$ cat src/rtl/mant_round_pkg.sv
package mant_round_pkg;
  typedef enum logic [1:0] {
    RM_NEAREST = 2'b00,
    RM_ZERO    = 2'b01,
    RM_NEG     = 2'b10,
    RM_POS     = 2'b11
  } rmode_e;
endpackage

$ cat src/rtl/mant_round_decide.sv
module mant_round_decide
  import mant_round_pkg::*;
(
  input  logic       guard_i,
  input  logic       round_i,
  input  logic       sticky_i,
  input  logic       lsb_i,
  input  logic       sign_i,
  input  logic [1:0] mode_i,
  output logic       inc_o,
  output logic       inexact_o
);
  logic   lost;
  rmode_e mode;

  assign lost      = guard_i | round_i | sticky_i;
  assign inexact_o = lost;
  assign mode      = rmode_e'(mode_i);

  always_comb begin
    unique case (mode)
      RM_ZERO: inc_o = 1'b0;
      RM_NEG:  inc_o = lost & sign_i;
      RM_POS:  inc_o = lost & ~sign_i;
      default: inc_o = guard_i & (round_i | sticky_i | lsb_i); // ties to even
    endcase
  end
endmodule

$ cat src/rtl/mant_round_inc.sv
module mant_round_inc #(
  parameter int MANT_W = 64,
  parameter int WORD_W = 32
) (
  input  logic [MANT_W-1:0] val_i,
  input  logic              inc_i,
  output logic [MANT_W-1:0] sum_o,
  output logic              carry_o
);
  localparam int NW    = (MANT_W + WORD_W - 1) / WORD_W;
  localparam int TOT_W = NW * WORD_W;
  localparam int PAD_W = TOT_W - MANT_W;

  logic [TOT_W-1:0] val_pad;
  logic [TOT_W-1:0] sum_pad;
  logic [NW:0]      c;

  generate
    if (PAD_W > 0) begin : g_pad
      assign val_pad = {{PAD_W{1'b0}}, val_i};
    end else begin : g_nopad
      assign val_pad = val_i;
    end
  endgenerate

  assign c[0] = inc_i;

  // Segmented increment: each word adds its carry-in, passes carry on all-ones.
  for (genvar k = 0; k < NW; k++) begin : g_word
    logic [WORD_W-1:0] w;
    assign w = val_pad[k*WORD_W +: WORD_W];
    assign sum_pad[k*WORD_W +: WORD_W] = w + {{(WORD_W-1){1'b0}}, c[k]};
    assign c[k+1] = c[k] & (&w);
  end

  assign sum_o = sum_pad[MANT_W-1:0];

  generate
    if (PAD_W > 0) begin : g_cy_pad
      logic unused_hi;
      assign carry_o   = sum_pad[MANT_W];
      assign unused_hi = ^{sum_pad[TOT_W-1:MANT_W], c[NW]};
    end else begin : g_cy_full
      assign carry_o = c[NW];
    end
  endgenerate
endmodule

$ cat src/rtl/mant_round.sv
module mant_round #(
  parameter int MANT_W = 64,
  parameter int WORD_W = 32
) (
  input  logic              clk_i,
  input  logic              rst_ni,
  input  logic [MANT_W+1:0] mant_i,
  input  logic              sticky_i,
  input  logic              sign_i,
  input  logic [1:0]        mode_i,
  output logic [MANT_W-1:0] mant_o,
  output logic              rounded_up_o,
  output logic              inexact_o,
  output logic              carry_o
);
  logic [MANT_W-1:0] trunc;
  logic [MANT_W-1:0] sum;
  logic              inc, inx, cy;

  assign trunc = mant_i[MANT_W+1:2];

  mant_round_decide u_decide (
    .guard_i  (mant_i[1]),
    .round_i  (mant_i[0]),
    .sticky_i (sticky_i),
    .lsb_i    (mant_i[2]),
    .sign_i   (sign_i),
    .mode_i   (mode_i),
    .inc_o    (inc),
    .inexact_o(inx)
  );

  mant_round_inc #(.MANT_W(MANT_W), .WORD_W(WORD_W)) u_inc (
    .val_i  (trunc),
    .inc_i  (inc),
    .sum_o  (sum),
    .carry_o(cy)
  );

  always_ff @(posedge clk_i or negedge rst_ni) begin
    if (!rst_ni) begin
      mant_o       <= '0;
      rounded_up_o <= 1'b0;
      inexact_o    <= 1'b0;
      carry_o      <= 1'b0;
    end else begin
      mant_o       <= sum;
      rounded_up_o <= inc;
      inexact_o    <= inx;
      carry_o      <= cy;
    end
  end
endmodule

$ cat config.mk
export PLATFORM = sky130hd
export DESIGN_NAME = mant_round
export DESIGN_NICKNAME = d
export VERILOG_FILES = /design/src/rtl/mant_round_pkg.sv /design/src/rtl/mant_round_decide.sv /design/src/rtl/mant_round_inc.sv /design/src/rtl/mant_round.sv
export SDC_FILE = /design/constraint.sdc
export NUM_CORES = 1
export LEC_CHECK = 0
export BUFFER_PORTS_ARGS = -buffer_cell sky130_fd_sc_hd__clkbuf_2
export CAP_MARGIN = 30
export CORE_MARGIN = 3
export CORE_UTILIZATION = 30
export DETAILED_ROUTE_END_ITERATION = 16
export PLACE_DENSITY = 0.6
export SLEW_MARGIN = 20
export SYNTH_ARGS = -nofsm -noshare
export SYNTH_HDL_FRONTEND = slang
export SYNTH_SLANG_ARGS = --single-unit
$ cat constraint.sdc
create_clock -name clk_i -period 0.8 [get_ports clk_i]
set_input_delay 0.04 -clock clk_i [delete_from_list [all_inputs] [get_ports clk_i]]
set_output_delay 0.04 -clock clk_i [all_outputs]
set_load 0.1 [all_outputs]
After elaboration in Yosys (flattened, before gate mapping)
Index checks and enable logic that the tools add are counted.
{ "totals": {"regBits": 67} }
{ "classes": {"addsub": 2, "eq_ne": 3, "mux": 1, "bitwise_logic": 10, "reduce_logical": 2} }
{ "op_table": {"columns": ["operator", "n"], "rows": [
  ["adder 32 x 1 -> 32 bit", 2],
  ["AND reduction 32 bit", 2],
  ["bitwise AND 1 bit", 5],
  ["equality test 2 bit, second input constant", 2],
  ["bitwise OR 1 bit", 4],
  ["case mux 1 bit (3 select lines)", 1],
  ["equality test 2 x 1 -> 1 bit, second input constant", 1],
  ["NOT 1 bit", 1]
]} }

Depth between registers and ports, before layout
{ "logic_depth": {"depth_word": 6, "depth_mapped": 12, "ltp_nobuf": 10} }

Hierarchy
From an unflattened synthesis, not the netlist that was laid out.
{ "hier_totals": {"cells_unflattened": 272, "area_unflattened_um2": 3014.1} }
{ "by_module_without_submodules": {"columns": ["module", "instances", "cells_each", "area_per_inst_um2", "seq_area_each_um2"], "rows": [
  ["mant_round", 1, 67, 1676.6, 1676.6],
  ["mant_round_inc", 1, 198, 1295.0, 0.0],
  ["mant_round_decide", 1, 7, 42.5, 0.0]
]} }

Worst setup path after synthesis
OpenSTA, ideal clock, no wires.
{ "synth_timing": {"path_kind": "input port to flip-flop", "from": "input mant_i[7]", "to": "register mant_o[58]", "setup_time_ns": 0.123, "t_arrival_ns": 1.919, "required_ns": 0.677, "path_slack_ns": -1.242, "cell_stages": 11, "cell_sequence": "nand2_2 nor4_1 nand4_1 nor3_1 ha_1 ha_1 and3_1 clkbuf_2 and4_4 nand4_1 xnor2_1"} }
{ "synth_between": {"elab_chain_len": 3} }
{ "synth_lines": {"columns": ["element", "line_no", "text"], "rows": [
  ["start, declared", "mant_round.sv:7", "input logic [MANT_W+1:0] mant_i,"],
  ["AND reduction 32 bit", "mant_round_inc.sv:33", "assign c[k+1] = c[k] & (&w);"],
  ["bitwise AND 1 bit", "mant_round_inc.sv:33", null],
  ["adder 32 x 1 -> 32 bit", "mant_round_inc.sv:32", "assign sum_pad[k*WORD_W +: WORD_W] = w + {{(WORD_W-1){1'b0}}, c[k]};"],
  ["net sum[58]", "mant_round.sv:17", "logic [MANT_W-1:0] sum;"],
  ["end signal, assigned", "mant_round.sv:47", "mant_o <= sum;"],
  ["end, declared", "mant_round.sv:11", "output logic [MANT_W-1:0] mant_o,"]
]} }
The timed path passes the listed nets, and every way through them passes these cells.

Worst setup path in the final report
{ "layout_timing": {"from": "input mant_i[5]", "to": "register mant_o[62]"} }
The elaborated chain is that of the path after synthesis.

==> run summary <==
P&R area growth vs syn: 132%
Most frequent CP cell: and3_4
Post-DRT Antenna Nets: 0
Grt total ovfl: 0
Port Buf Inserts: 138
Site row count: 36
Status: finished with violations
CTS tree: yes
Final hold vios: 2
Pwr dens: 1420 nW/um^2
Drt drc: 0
CORE AREA: 9910 sq um
Req. time, crit path: 1050 ps
Post-synth EDFFs: 0
Commonest cells post-synth: 67 x dfrtp_1, 48 x xnor2_1, 29 x nand4_1
Area contributors post-synth: dfrtp_1 54%, xnor2_1 14%, nand4_1 5.8%
Sw power: 3.60 mW
Antenna Cells: 0
Clock Path Buffers: 2
Share of cells above drive strength 1: 68.3%
Final setup fails: 131
Worst path cell trace: buf_8 > nand3_4 > nor4_4 > nand4_1 > nor3_2 > ha_2 > ha_4 > and3_4 > and3_4 > and4_1 > xor2_1
Number of distinct library cells after synthesis: 29
Largest net degree at the start of global routing: 37
Min-Delay Path Class: in2reg
Number of global-route vias before repair: 3567
Die Y: 108 um
Clock share of power: 27.6%
Crit-path max cell delay: 320 ps
Crit path max-delay family: simple AND/OR/NAND/NOR gates
Seq cells post-synth: 67
Slowest stage cell, crit path: nor4_4
Flop pwr share: 36.6%
Global-route wire length before repair: 17600 um
Crit end category: flop
Final Slew Violations: 0
Initial core utilization: 31.4%
Pre-CTS setup slack: -1500 ps
Pre-antenna DRT Iters: 4
Die X: 108 um
IO Pins: 139
H-tree Lvls: 3
Slew HR: 57.0%
Sum of negative setup slack: -63090 ps
Top FF cell, synth: dfrtp_1
Die Area: 11600 sq um
Gr usage total: 19.5%
Buf/Inv on CP: 1
CTS Root Buffer Type: clkbuf_8
Via density: 4.62
Routed via count: 3310
Post-cts hold buffer count: 53
Nets@finish: 656
Most common cell in the netlist: dfrtp_1
VDD IR-drop max: 868 uV
RSZ-0062 raised after global routing: yes
Avg Cell Area, Syn: 11.7 sq um
Yosys top cell by area: dfrtp_1
Syn_nets: 343
Final Cycle Share: 232%
Worst hold start: mant_i[0]
Final WL: 12000 um
CP Launch Type: input pin
Hold Path Sink: inexact_o
Yosys warnings: 0
Crit path time final: 1850 ps
Max FO, Critical Path: 4
Initial antenna violation count: 0
Cell Area, Synth: 3110 sq um
Fmax: 0.539 GHz
P_int: 6.68 mW
Worst Max-Slew Pin Slew: 640 ps
Gpl congestion: 0.819
Drt initial violations: 105
Final setup margin: -1050 ps
Critical Path AT: 2100 ps
Leak: 3.26 nW
Hpwl dp: 7790 um
Failing checks: hold timing, setup timing
Max-Cap Viols: 0
Yosys top cell area share: 53.9%
Clock transition at the registers of the reported paths: 70 ps
Ys async rst share: 100%
Pwr Total: 10.3 mW
CTS Buf Count: 9
Register area share after synthesis: 53.9%
Worst Hold Slack: -40.2 ps
Combinational power share: 35.7%
Clock sink count: 67
WL/cell: 16.7 um
Hold Path Cell Cnt: 2
Switching share of power: 35.0%
Kind of critical path: in2reg
Post-Syn Instances: 266
FILL cells: 625
==> metal layers <==
layer	up-vias	part of all wire, %	GRT usage (%)
met5	-	0	0
met4	0	1.1	4.78
met3	14	8.2	7.50
met2	115	54	35.9
met1	1613	37	20.9
li1	1568	-	-
==> state kept, by name, summed over array words and instances (netlist names) <==
signal	flops
carry_o	1
mant_o	64
rounded_up_o	1
inexact_o	1
==> repair_timing <==
| action | 4_1_cts | 5_1_grt |
|---|---|---|
| pin swaps | 37 | 42 |
| setup endpoints to repair | 132 | 132 |
| setup buffers | 13 | 19 |
| gates cloned | 1 | 0 |
| resized for setup | 41 | 54 |
| hold endpoints to repair | 121 | 2 |
==> layout by cell type, fill, tap and decap left out, types with 4 or more instances in the layout <==
cell type       n
nand2_4         6
dfrtp_2        65
nand3_1        11
dlygate4sd3_1  53
xnor2_1        38
and2_1          7
nand2_1         8
buf_8           5
nor2_1          7
and3_1          8
nand3_2         9
and4_4          4
xnor2_2        10
buf_4          90
xor2_1         13
and3_4          4
buf_12         73
nand4_1        29
clkbuf_8       11
clkbuf_2       61
nand3_4         5
buf_6          23
==> power groups by stage <==
stage / Combinational [mW] / Clock, mW / Sequential [mW]
after global routing: 3.81 / 3.04 / 3.78
after CTS: 3.52 / 2.91 / 3.77
after global placement: 3.20 / 0 / 3.83
final: 3.68 / 2.84 / 3.77
after detailed placement: 3.24 / 0 / 3.84
after floorplan: 0.277 / 0 / 5.11
==> per-stage QoR <==
stage / hold WS [ps] / area, sq um / utilization (%) / std cells
floorplan: -256 / 3340 / - / 266
global route: -54.0 / 7220 / 72.9 / 717
global placement: 58.2 / 5870 / 59.3 / 623
detailed placement: 52.6 / 5870 / 59.3 / 623
CTS: -48.4 / 6940 / 70.0 / 705
finish: -40.2 / 7220 / 72.9 / 717
==> cell type report <==
| class | instances | area, sq um | share of cell area, % |
|---|---|---|---|
| timing repair buffer | 307 | 3330 | 46.0 |
| multi-input combinational | 193 | 1780 | 24.6 |
| inverter | 1 | 3.75 | 0.0520 |
| clock inverter | 5 | 52.6 | 0.727 |
| tap | 133 | 166 | 2.30 |
| clock buffer | 11 | 141 | 1.96 |
| sequential | 67 | 1760 | 24.3 |
==> kinds of logic after synthesis <==
logic type                 share of synthesized area [%]
and+or+nand+nor                                     25.2
DFF                                                 53.9
xor gates and xnor gates                            17.2
buffers and inverters                               1.53
adders and majority gates                           2.01
AOI/OAI and AO/OA                                  0.161
==> worst max path at each step <==
stage / startpoint / to / slack [ps] / cells after the start
final: mant_i[5] / mant_o[62] / -1050 / 11
after detailed placement: mant_i[3] / mant_o[58] / -1500 / 11
after floorplan: mant_i[28] / mant_o[58] / -1150 / 11
after CTS: mant_i[10] / mant_o[58] / -1010 / 11
after global placement: mode_i[1] / mant_o[31] / -1420 / 10
after global routing: mant_i[5] / mant_o[62] / -1150 / 11
Note: power is estimated with default switching activity, not from simulation.
